$ cat src/rtl/spi_fc_pkg.sv
// Shared types for the full-cycle SPI host.
// Assumes nothing beyond a single clock domain.
package spi_fc_pkg;

    // Sequencer states of the transfer engine
    typedef enum logic [2:0] {
        ST_IDLE = 3'd0,   // chip select high, waiting for start
        ST_LOAD = 3'd1,   // waiting for the first outgoing byte
        ST_LOW  = 3'd2,   // SCK low, next event is a rising edge
        ST_HIGH = 3'd3,   // SCK high, next event is a falling edge
        ST_HOLD = 3'd4    // SCK low after last falling edge, before release
    } fc_state_t;

endpackage

$ cat src/rtl/spi_fc_clkgen.sv
// Half-period timer for SCK generation.
// The counter is reloaded on every SCK event (fire) and counts down to zero;
// "due" means the current half-period has elapsed. A stalled event keeps the
// counter at zero. Assumes reload_val = half period minus one.
module spi_fc_clkgen #(
    parameter int DIV_W = 8
) (
    input  logic             clk,
    input  logic             rst_n,
    input  logic             fire,
    input  logic [DIV_W-1:0] reload_val,
    output logic             due
);

    logic [DIV_W-1:0] cnt_q;

    // Count the half-period down; restart on each SCK event
    always_ff @(posedge clk) begin
        if (!rst_n) begin
            cnt_q <= '0;
        end else if (fire) begin
            cnt_q <= reload_val;
        end else if (cnt_q != '0) begin
            cnt_q <= cnt_q - 1'b1;
        end
    end

    assign due = (cnt_q == '0);

    // after an event with a non-zero reload, the next event cannot be due at once
    p_no_early_edge_r2 : assert property (@(posedge clk) disable iff (!rst_n)
        (fire && reload_val != '0) |=> !due);

endmodule

$ cat src/rtl/spi_fc_txshift.sv
// Outgoing shift register, MSB first.
// "load" places a new byte with its MSB on the output; "shift" advances one
// bit and fills with zeros. last_bit is high while the byte's LSB is on the
// pin. Assumes load and shift are never requested together.
module spi_fc_txshift #(
    parameter int BYTE_W = 8
) (
    input  logic              clk,
    input  logic              rst_n,
    input  logic              load,
    input  logic              shift,
    input  logic [BYTE_W-1:0] load_data,
    output logic              mosi,
    output logic              last_bit
);

    localparam int IDX_W = $clog2(BYTE_W);

    logic [BYTE_W-1:0] sr_q;
    logic [IDX_W-1:0]  idx_q;

    // Hold the byte on the line and advance on each rising-edge event
    always_ff @(posedge clk) begin
        if (!rst_n) begin
            sr_q  <= '0;
            idx_q <= '0;
        end else if (load) begin
            sr_q  <= load_data;
            idx_q <= IDX_W'(BYTE_W - 1);
        end else if (shift) begin
            sr_q <= {sr_q[BYTE_W-2:0], 1'b0};
            if (idx_q != '0) begin
                idx_q <= idx_q - 1'b1;
            end
        end
    end

    assign mosi     = sr_q[BYTE_W-1];
    assign last_bit = (idx_q == '0);

    // a new byte and a bit advance never collide
    p_load_shift_excl_r3 : assert property (@(posedge clk) disable iff (!rst_n)
        !(load && shift));

endmodule

$ cat src/rtl/spi_fc_rxshift.sv
// Incoming shift register, MSB first.
// Each capture appends one bit; every BYTE_W captures the byte is registered
// and a one-clock valid pulse is raised. "clear" restarts the bit count.
// Assumes captures are at least two clocks apart.
module spi_fc_rxshift #(
    parameter int BYTE_W = 8
) (
    input  logic              clk,
    input  logic              rst_n,
    input  logic              clear,
    input  logic              capture,
    input  logic              sdi,
    output logic [BYTE_W-1:0] data,
    output logic              valid
);

    localparam int CNT_W = $clog2(BYTE_W);

    logic [BYTE_W-1:0] sr_q;
    logic [BYTE_W-1:0] data_q;
    logic [CNT_W-1:0]  cnt_q;
    logic              valid_q;

    // Append captured bits and publish each completed byte
    always_ff @(posedge clk) begin
        if (!rst_n) begin
            sr_q    <= '0;
            data_q  <= '0;
            cnt_q   <= '0;
            valid_q <= 1'b0;
        end else begin
            valid_q <= 1'b0;
            if (clear) begin
                cnt_q <= '0;
            end else if (capture) begin
                sr_q <= {sr_q[BYTE_W-2:0], sdi};
                if (cnt_q == CNT_W'(BYTE_W - 1)) begin
                    cnt_q   <= '0;
                    data_q  <= {sr_q[BYTE_W-2:0], sdi};
                    valid_q <= 1'b1;
                end else begin
                    cnt_q <= cnt_q + 1'b1;
                end
            end
        end
    end

    assign data  = data_q;
    assign valid = valid_q;

    // each received byte is flagged for exactly one clock
    p_valid_pulse_r4 : assert property (@(posedge clk) disable iff (!rst_n)
        valid |=> !valid);

endmodule

$ cat src/rtl/spi_fc_host.sv
// Full-cycle SPI host: sequencer and pin registers.
// Sends tx_len_i bytes MSB first, then reads rx_len_i bytes. Data out changes
// on SCK rising edges; read bits are captured on the falling edge one full
// period after the device launched them, so the read phase has one extra SCK
// cycle and drops its first falling-edge sample.
// Assumes half_div_i >= 1 and tx_len_i >= 1 when start_i is accepted.
module spi_fc_host
    import spi_fc_pkg::*;
#(
    parameter int DIV_W  = 8,
    parameter int LEN_W  = 8,
    parameter int BYTE_W = 8
) (
    input  logic              clk,
    input  logic              rst_n,
    input  logic [DIV_W-1:0]  half_div_i,
    input  logic              start_i,
    input  logic [LEN_W-1:0]  tx_len_i,
    input  logic [LEN_W-1:0]  rx_len_i,
    output logic              busy_o,
    input  logic [BYTE_W-1:0] tx_data_i,
    input  logic              tx_valid_i,
    output logic              tx_ready_o,
    output logic [BYTE_W-1:0] rx_data_o,
    output logic              rx_valid_o,
    output logic              spi_sck_o,
    output logic              spi_cs_n_o,
    output logic              spi_mosi_o,
    input  logic              spi_miso_i
);

    localparam int RDC_W = LEN_W + $clog2(BYTE_W) + 1;

    fc_state_t        state_q;
    logic [DIV_W-1:0] half_m1_q;
    logic [LEN_W-1:0] tx_left_q;
    logic [RDC_W-1:0] rd_cyc_q;
    logic             wr_done_q;
    logic             rd_phase_q;
    logic             rd_first_q;
    logic             sck_q;
    logic             cs_n_q;

    logic ck_due;
    logic ck_fire;
    logic tx_last;
    logic need_byte;
    logic take_byte;
    logic start_take;
    logic rise_ev;
    logic fall_ev;
    logic tx_shift;
    logic rx_cap;

    // Decode SCK events and the byte handshake from the current state
    always_comb begin
        start_take = (state_q == ST_IDLE) && start_i;
        need_byte  = (state_q == ST_LOW) && !wr_done_q && !rd_phase_q &&
                     tx_last && (tx_left_q != '0);
        tx_ready_o = (state_q == ST_LOAD) || (need_byte && ck_due);
        take_byte  = tx_ready_o && tx_valid_i;
        rise_ev    = (state_q == ST_LOW) && ck_due && (!need_byte || tx_valid_i);
        fall_ev    = (state_q == ST_HIGH) && ck_due;
        ck_fire    = rise_ev || fall_ev || ((state_q == ST_LOAD) && tx_valid_i);
        tx_shift   = rise_ev && !need_byte;
        rx_cap     = fall_ev && rd_phase_q && !rd_first_q;
    end

    spi_fc_clkgen #(.DIV_W(DIV_W)) u_clkgen (
        .clk        (clk),
        .rst_n      (rst_n),
        .fire       (ck_fire),
        .reload_val (half_m1_q),
        .due        (ck_due)
    );

    spi_fc_txshift #(.BYTE_W(BYTE_W)) u_txshift (
        .clk       (clk),
        .rst_n     (rst_n),
        .load      (take_byte),
        .shift     (tx_shift),
        .load_data (tx_data_i),
        .mosi      (spi_mosi_o),
        .last_bit  (tx_last)
    );

    spi_fc_rxshift #(.BYTE_W(BYTE_W)) u_rxshift (
        .clk     (clk),
        .rst_n   (rst_n),
        .clear   (start_take),
        .capture (rx_cap),
        .sdi     (spi_miso_i),
        .data    (rx_data_o),
        .valid   (rx_valid_o)
    );

    // Transfer sequencer: framing, SCK level and phase bookkeeping
    always_ff @(posedge clk) begin
        if (!rst_n) begin
            state_q    <= ST_IDLE;
            half_m1_q  <= '0;
            tx_left_q  <= '0;
            rd_cyc_q   <= '0;
            wr_done_q  <= 1'b0;
            rd_phase_q <= 1'b0;
            rd_first_q <= 1'b0;
            sck_q      <= 1'b0;
            cs_n_q     <= 1'b1;
        end else begin
            case (state_q)
                ST_IDLE: begin
                    if (start_take) begin
                        half_m1_q  <= half_div_i - 1'b1;
                        tx_left_q  <= tx_len_i - 1'b1;
                        rd_cyc_q   <= (rx_len_i == '0) ? '0 :
                                      RDC_W'(rx_len_i) * RDC_W'(BYTE_W) + RDC_W'(1);
                        wr_done_q  <= 1'b0;
                        rd_phase_q <= 1'b0;
                        rd_first_q <= 1'b0;
                        state_q    <= ST_LOAD;
                    end
                end
                ST_LOAD: begin
                    if (tx_valid_i) begin
                        cs_n_q  <= 1'b0;
                        state_q <= ST_LOW;
                    end
                end
                ST_LOW: begin
                    if (rise_ev) begin
                        sck_q   <= 1'b1;
                        state_q <= ST_HIGH;
                        if (take_byte) begin
                            tx_left_q <= tx_left_q - 1'b1;
                        end
                        if (!rd_phase_q && !wr_done_q && tx_last && tx_left_q == '0) begin
                            wr_done_q <= 1'b1;
                        end
                    end
                end
                ST_HIGH: begin
                    if (fall_ev) begin
                        sck_q <= 1'b0;
                        if (rd_phase_q) begin
                            rd_first_q <= 1'b0;
                            rd_cyc_q   <= rd_cyc_q - 1'b1;
                            state_q    <= (rd_cyc_q == RDC_W'(1)) ? ST_HOLD : ST_LOW;
                        end else if (wr_done_q) begin
                            if (rd_cyc_q == '0) begin
                                state_q <= ST_HOLD;
                            end else begin
                                rd_phase_q <= 1'b1;
                                rd_first_q <= 1'b1;
                                state_q    <= ST_LOW;
                            end
                        end else begin
                            state_q <= ST_LOW;
                        end
                    end
                end
                ST_HOLD: begin
                    if (ck_due) begin
                        cs_n_q  <= 1'b1;
                        state_q <= ST_IDLE;
                    end
                end
                default: state_q <= ST_IDLE;
            endcase
        end
    end

    assign spi_sck_o  = sck_q;
    assign spi_cs_n_o = cs_n_q;
    assign busy_o     = (state_q != ST_IDLE);

    // SCK only pulses inside the chip-select frame
    p_sck_in_frame_r6 : assert property (@(posedge clk) disable iff (!rst_n)
        spi_sck_o |-> !spi_cs_n_o);

    // release of chip select happens with SCK low
    p_release_low_r6 : assert property (@(posedge clk) disable iff (!rst_n)
        $rose(spi_cs_n_o) |-> !spi_sck_o);

    // an active frame is always covered by busy
    p_frame_busy_r7 : assert property (@(posedge clk) disable iff (!rst_n)
        !spi_cs_n_o |-> busy_o);

    // inside a frame the data line moves only with an SCK rise
    p_mosi_on_rise_r3 : assert property (@(posedge clk) disable iff (!rst_n)
        (!spi_cs_n_o && $past(!spi_cs_n_o) && !$rose(spi_sck_o)) |-> $stable(spi_mosi_o));

    // outgoing bytes are taken only while SCK is low
    p_take_low_r8 : assert property (@(posedge clk) disable iff (!rst_n)
        (tx_valid_i && tx_ready_o) |-> !spi_sck_o);

endmodule

$ cat config.mk
export PLATFORM = sky130hd
export DESIGN_NAME = spi_fc_host
export DESIGN_NICKNAME = d
export VERILOG_FILES = /design/src/rtl/spi_fc_pkg.sv /design/src/rtl/spi_fc_clkgen.sv /design/src/rtl/spi_fc_txshift.sv /design/src/rtl/spi_fc_rxshift.sv /design/src/rtl/spi_fc_host.sv
export SDC_FILE = /design/constraint.sdc
export NUM_CORES = 1
export LEC_CHECK = 0
export BUFFER_PORTS_ARGS = -buffer_cell sky130_fd_sc_hd__buf_2
export CELL_PAD_IN_SITES_DETAIL_PLACEMENT = 1
export CELL_PAD_IN_SITES_GLOBAL_PLACEMENT = 1
export CORE_ASPECT_RATIO = 1.2
export CORE_MARGIN = 4
export CORE_UTILIZATION = 35
export CTS_CLUSTER_DIAMETER = 200
export DETAILED_ROUTE_END_ITERATION = 10
export GPL_ROUTABILITY_DRIVEN = 0
export PLACE_DENSITY_LB_ADDON = 0.1
export SYNTH_ARGS = -nofsm -noshare
export SYNTH_HDL_FRONTEND = slang
export SYNTH_HIERARCHICAL = 1
export SYNTH_SLANG_ARGS = --single-unit
$ cat constraint.sdc
create_clock -name clk -period 4.53 [get_ports clk]
set_clock_uncertainty 0.05 [all_clocks]
set_input_delay 0.6795 -clock clk [delete_from_list [all_inputs] [get_ports clk]]
set_output_delay 0.6795 -clock clk [all_outputs]
set_load 0.1 [all_outputs]
# Yosys cells after proc, flatten, opt, wreduce, memory -nomap -nowiden
# Cells that the tools add are included.
totals:
  regBits: 74
  wordCells: 147
  out_inout_bits: 14
  inputBits: 37
classes:
  addsub: 8
  reduce_logical: 56
  muxes: 48
  n_eq_ne: 16
  n_bitwise: 3
op_table:
  columns: ["operator", "count"]
  rows:
  - ["$mux 8", 7]
  - ["$mux 12", 4]
  - ["$mux 3", 13]
  - ["$sub 8x1->8 const B", 4]
  - ["$logic_not 8->1", 3]
  - ["$pmux 12 s2", 1]
  - ["$logic_and 1x1->1", 17]
  - ["$mux 1", 16]
  - ["$pmux 8 s2", 1]
  - ["$reduce_bool 8->1", 2]
  - ["$pmux 3 s5", 1]
  - ["$ne 2x2->1 const B", 7]
  - ["$reduce_bool 2->1", 7]
  - ["$add 11x1->12 const B", 1]
  - ["$eq 12x1->1 const B", 1]
  - ["$logic_not 12->1", 1]
  - ["$reduce_and 3->1", 4]
  - ["$reduce_and 4->1", 3]
  - ["$sub 12x1->12 const B", 1]
  - ["$pmux 1 s2", 5]
  - ["$reduce_and 5->1", 2]
  - ["$eq 3x2->1 const B", 2]
  - ["$eq 3x3->1 const B", 2]
  - ["$logic_not 3->1", 2]
  - ["12 further kinds", 24]

# Logic depth before layout (Yosys ltp)
depth:
  ltp_word: 11
  mapped_depth: 13
  mapped_depth_nobuf: 12

# Modules after synthesis
# Netlist, hierarchy kept.
modules_own_cells:
  columns: ["mod", "instances", "area_per_inst_um2", "seq_area_each_um2", "cells_each"]
  rows:
  - ["spi_fc_host", 1, 2293.4, 720.7, 293]
  - ["spi_fc_rxshift", 1, 749.5, 380.4, 85]
  - ["spi_fc_txshift", 1, 566.8, 220.2, 62]
  - ["spi_fc_clkgen", 1, 457.9, 160.2, 51]

# Worst setup path before layout
# OpenSTA, ideal clock, no wires.
synth_timing:
  path_type: "flip-flop to flip-flop"
  from: "register u_clkgen.cnt_q[3]"
  to: "register u_txshift.sr_q[0]"
  setup_time_ns: 0.115
  arrival_ns: 4.000
  path_slack_ns: 0.365
  period_less_slack_ns: 4.165
  n_path_buf: 3
  t_required_ns: 4.365
  path_stages_with_launch: 13
  cell_sequence: "dfxtp_1 > nor4_4 > and4bb_1 > buf_6 > clkbuf_1 > nand2_1 > or3_2 > a21oi_1 > and2_1 > buf_2 > nor3b_1 > a21oi_1 > nor2b_1"
synth_via:
  elab_chain_len: 5
  word_cells_on_any_way: 9
  classes_between: "mux (1); reduce/logical (8)"
synth_lines:
  columns: ["element", "line_no", "rtl"]
  rows:
  - ["start, declared", "spi_fc_clkgen.sv:15", "logic [DIV_W-1:0] cnt_q;"]
  - ["start signal, assigned", "spi_fc_clkgen.sv:22", "cnt_q <= reload_val;"]
  - ["start signal, assigned", "spi_fc_clkgen.sv:24", "cnt_q <= cnt_q - 1'b1;"]
  - ["$logic_not 8->1 *", "spi_fc_clkgen.sv:28", "assign due = (cnt_q == '0);"]
  - ["net ck_due", "spi_fc_host.sv:44", "logic ck_due;"]
  - ["$logic_and 1x1->1 *", "spi_fc_host.sv:60", "tx_ready_o = (state_q == ST_LOAD) || (need_byte && ck_due);"]
  - ["$logic_or 1x1->1 *", "spi_fc_host.sv:60", null]
  - ["net tx_ready_o", "spi_fc_host.sv:23", "output logic tx_ready_o,"]
  - ["$logic_and 1x1->1 *", "spi_fc_host.sv:61", "take_byte = tx_ready_o && tx_valid_i;"]
  - ["net take_byte", "spi_fc_host.sv:48", "logic take_byte;"]
  - ["$mux 8 / $reduce_bool 2->1 (equally long branches)", null, null]
  - ["end signal, assigned", "spi_fc_txshift.sv:28", "sr_q <= load_data;"]
  - ["end signal, assigned", "spi_fc_txshift.sv:31", "sr_q <= {sr_q[BYTE_W-2:0], 1'b0};"]
  - ["end, declared", "spi_fc_txshift.sv:19", "logic [BYTE_W-1:0] sr_q;"]
# The timed path passes the listed nets; every way through them passes the cells marked *.
# A chain may end at the register's enable or synchronous reset.

# Worst setup path after layout
layout_timing:
  from: "register u_txshift.idx_q[0]"
  to: "output tx_ready_o"
layout_via:
  elab_chain_len: 5
layout_lines:
  columns: ["element", "line_no", "rtl"]
  rows:
  - ["start, declared", "spi_fc_txshift.sv:20", "logic [IDX_W-1:0] idx_q;"]
  - ["start signal, assigned", "spi_fc_txshift.sv:29", "idx_q <= IDX_W'(BYTE_W - 1);"]
  - ["start signal, assigned", "spi_fc_txshift.sv:33", "idx_q <= idx_q - 1'b1;"]
  - ["$logic_not 3->1", "spi_fc_txshift.sv:39", "assign last_bit = (idx_q == '0);"]
  - ["net tx_last", "spi_fc_host.sv:46", "logic tx_last;"]
  - ["$logic_and 1x1->1", "spi_fc_host.sv:58", "need_byte = (state_q == ST_LOW) && !wr_done_q && !rd_phase_q &&"]
  - ["$logic_and 1x1->1", "spi_fc_host.sv:59", "tx_last && (tx_left_q != '0);"]
  - ["$logic_and 1x1->1", "spi_fc_host.sv:60", null]
  - ["$logic_or 1x1->1", "spi_fc_host.sv:60", null]
  - ["end, declared", "spi_fc_host.sv:23", null]
# The timed path passes the listed nets, and every way through them passes these cells.

==> reports/metrics.yaml <==
synthesis:
  ys.flop_type: "dfxtp_1"
  synth_nets: 537
  synth_simple_gate_area_share_pct: 29.5
  synth_top_family_by_area: "simple AND/OR/NAND/NOR gates"
  syn_avg_cell_area_um2: 8.28
  ys_ff_latch: 74
  synthCells: 491
  synth-edff-count: 0
  syn_area_um2: 4070
  synthMuxAreaShare_pct: 3.94
  async_reset_ff_share_pct: 0
  synth_compound_area_share_pct: 18.9
  yosys.cell_types.count: 70
  yosys_warnings: 6
  synth_adder_area_share_pct: 2.77
  synthXorXnorAreaFrac_pct: 2.58
  seq_area_frac_synth_pct: 36.4
finish:
  nFillCells: 1370
  final_common_cell: "dfxtp_1"
  layout_common_cells: "74 x dfxtp_1, 61 x nand2_1, 50 x buf_2, 36 x nor2_1, 31 x nand3_1"
  diodes: 0
  drive_gt1_share_pct: 17.3
  nets: 574
  synthToLayoutAreaGrowth_pct: 15.8
worst_setup_path:
  cp.required_ns: 3.80
  worstPathArrival_ns: 2.71
  setup.worst_path.end_class: "output port"
  crit_type: "register to output port"
  startpoint_type: "register"
  path_max_fanout: 6
die:
  fp-row-count: 42
  fp.dieH_um: 126
  dieWidth_um: 106
  fp.coreArea_um2: 11200
  start_util_pct: 36.3
  pin_count: 51
  dieArea_um2: 13400
global_route:
  antenna_found_initial: 0
  grt_pass1_vias: 3749
  grt_max_degree: 55
  grt_pass1_wl_mm: 18.3
  gr-total-overflow: 0
  grtUsageTotal_pct: 16.7
sta:
  hold_viol: 0
  layout_min_cycle_time_ns: 3.44
  setup_tns_ns: 0
  final-setup-viol-count: 0
  maxSlewViolCount: 0
  rsz0062_at_grt: "false"
  tightestPinTransition_ns: 0.888
  max_freq_mhz: 291
  fin_hold_ws_ns: 0.393
  slew_headroom_pct: 40.7
  finalCritPeriodShare_pct: 76.0
min_path:
  hp-class: "register to register"
drt:
  drc: 0
  drtIter0Drc: 178
  drt_pass1_iterations: 4
  detail_route.wl_per_cell_um: 15.9
  routed_wl_mm: 10.9
  ant_nets: 0
  vias: 3696
  vias_per_cell: 5.38
power:
  intPower_w: 0.00146
  powerDensity_nw_per_um2: 455
  seq_power_share_pct: 36.7
  p_leak_nw: 1.83
  p_clk_share_pct: 37.9
  ir_drop_v: 0.000183
  p_comb_share_pct: 25.5
  swShare_pct: 32.1
  p_switching_w: 0.000687
placement:
  hpwl_mm: 7.66
  io_buffers: 50
outcome:
  status: "completed"
cts:
  cts_root_buf: "clkbuf_16"
  hold_buffers: 0
  clock_path_buffers: 2
  clock_latency_ns: 0.34
  tritoncts: "built"
  cts_setup_buffers: 0
  clock-sinks: 74
  cts_buffers: 9
  cts_resized: 0
  htreeDepth: 3
  path_clk_slew_ns: 0.06
job:
  max_cap_viol_count: 0
==> power groups by stage <==
stage / logic, W / clock network [W] / registers, W
final: 0.000546 / 0.000811 / 0.000786
after global routing: 0.000603 / 0.000867 / 0.000796
after CTS: 0.000550 / 0.000829 / 0.000785
after detailed placement: 0.000542 / 0 / 0.000799
after global placement: 0.000532 / 0 / 0.000794
after floorplan: 0.000420 / 0 / 0.000799
==> sequential cells by signal (all words and copies together) (netlist names) <==
register / count
state_q: 3
spi_sck_o: 1
rd_first_q: 1
rd_cyc_q: 12
u_rxshift/cnt_q: 3
wr_done_q: 1
u_txshift/idx_q: 3
u_rxshift/data: 8
rd_phase_q: 1
u_clkgen/cnt_q: 8
u_txshift/sr_q: 8
u_rxshift/valid: 1
spi_cs_n_o: 1
u_rxshift/sr_q: 7
half_m1_q: 8
tx_left_q: 8
==> cells by family after synthesis <==
family	after synthesis
compound gates	113
xor+xnor	12
fa+ha+maj	9
buf+inv	44
flops	74
mux	16
simple gates	223
==> synthesized netlist by cell type (all sizes together) (11+ instances only) <==
cell type	n	area share (%)
clkbuf	19	2.0
nor2	36	3.3
a21oi	22	2.7
dfxtp	74	36
inv	12	1.1
nand2	61	5.6
nand3	31	3.8
nor3	17	2.1
and2	11	1.8
o21ai	28	3.6
buf	11	2.5
mux2i	16	3.9
a211oi	12	2.2
==> worst paths after layout <==
check / depth (start not counted) / to / slack (ns) / from
worst max-delay path: 9 / tx_ready_o / 1.09 / u_txshift/idx_q[0]$_SDFFE_PN0P_
worst min-delay path: 2 / u_rxshift/data[5]$_SDFFE_PN0P_ / 0.39 / u_rxshift/data[5]$_SDFFE_PN0P_
worst max register to register: 11 / u_txshift/sr_q[2]$_SDFFE_PN0P_ / 1.51 / u_txshift/idx_q[0]$_SDFFE_PN0P_
worst min register to register: 2 / u_rxshift/data[5]$_SDFFE_PN0P_ / 0.39 / u_rxshift/data[5]$_SDFFE_PN0P_
==> per-stage QoR <==
step,utilization (%),std cells,setup WS [ns],power [W],instance area (um2)
2_1_floorplan,-,491,0.365,0.00122,4070
3_3_place_gp,39.1,671,1.48,0.00133,4370
3_5_place_dp,39.1,671,1.44,0.00134,4370
4_1_cts,42.1,687,1.06,0.00216,4710
5_1_grt,42.1,687,0.921,0.00227,4710
6_report,42.1,687,1.09,0.00214,4710
==> critical path, cell delays in order (launching register included) <==
cell      delay (ns)
dfxtp_1         0.29
inv_1           0.10
ha_1            0.23
nand2b_4        0.08
inv_1           0.07
nor3b_1         0.31
o31ai_4         0.17
or3_2           0.46
a21oi_1         0.17
buf_2           0.46
==> final cells by class <==
cell class	count	area, um2	area share (%)
Timing Repair Buffer	56	295	6.27
Multi-Input combinational cell	373	2350	49.9
Sequential cell	74	1480	31.4
Tap cell	154	193	4.09
Clock inverter	4	72.6	1.54
Clock buffer	12	267	5.66
Inverter	14	52.6	1.12
==> routing by layer <==
metal | vias up | wire (um) | global-route usage, %
li1 | 1861 | - | -
met1 | 1764 | 5170 | 21.0
met2 | 56 | 5210 | 28.0
met3 | 15 | 348 | 3.33
met4 | 0 | 201 | 6.70
met5 | - | 0 | 0
Note: power is estimated with default switching activity, not from simulation.
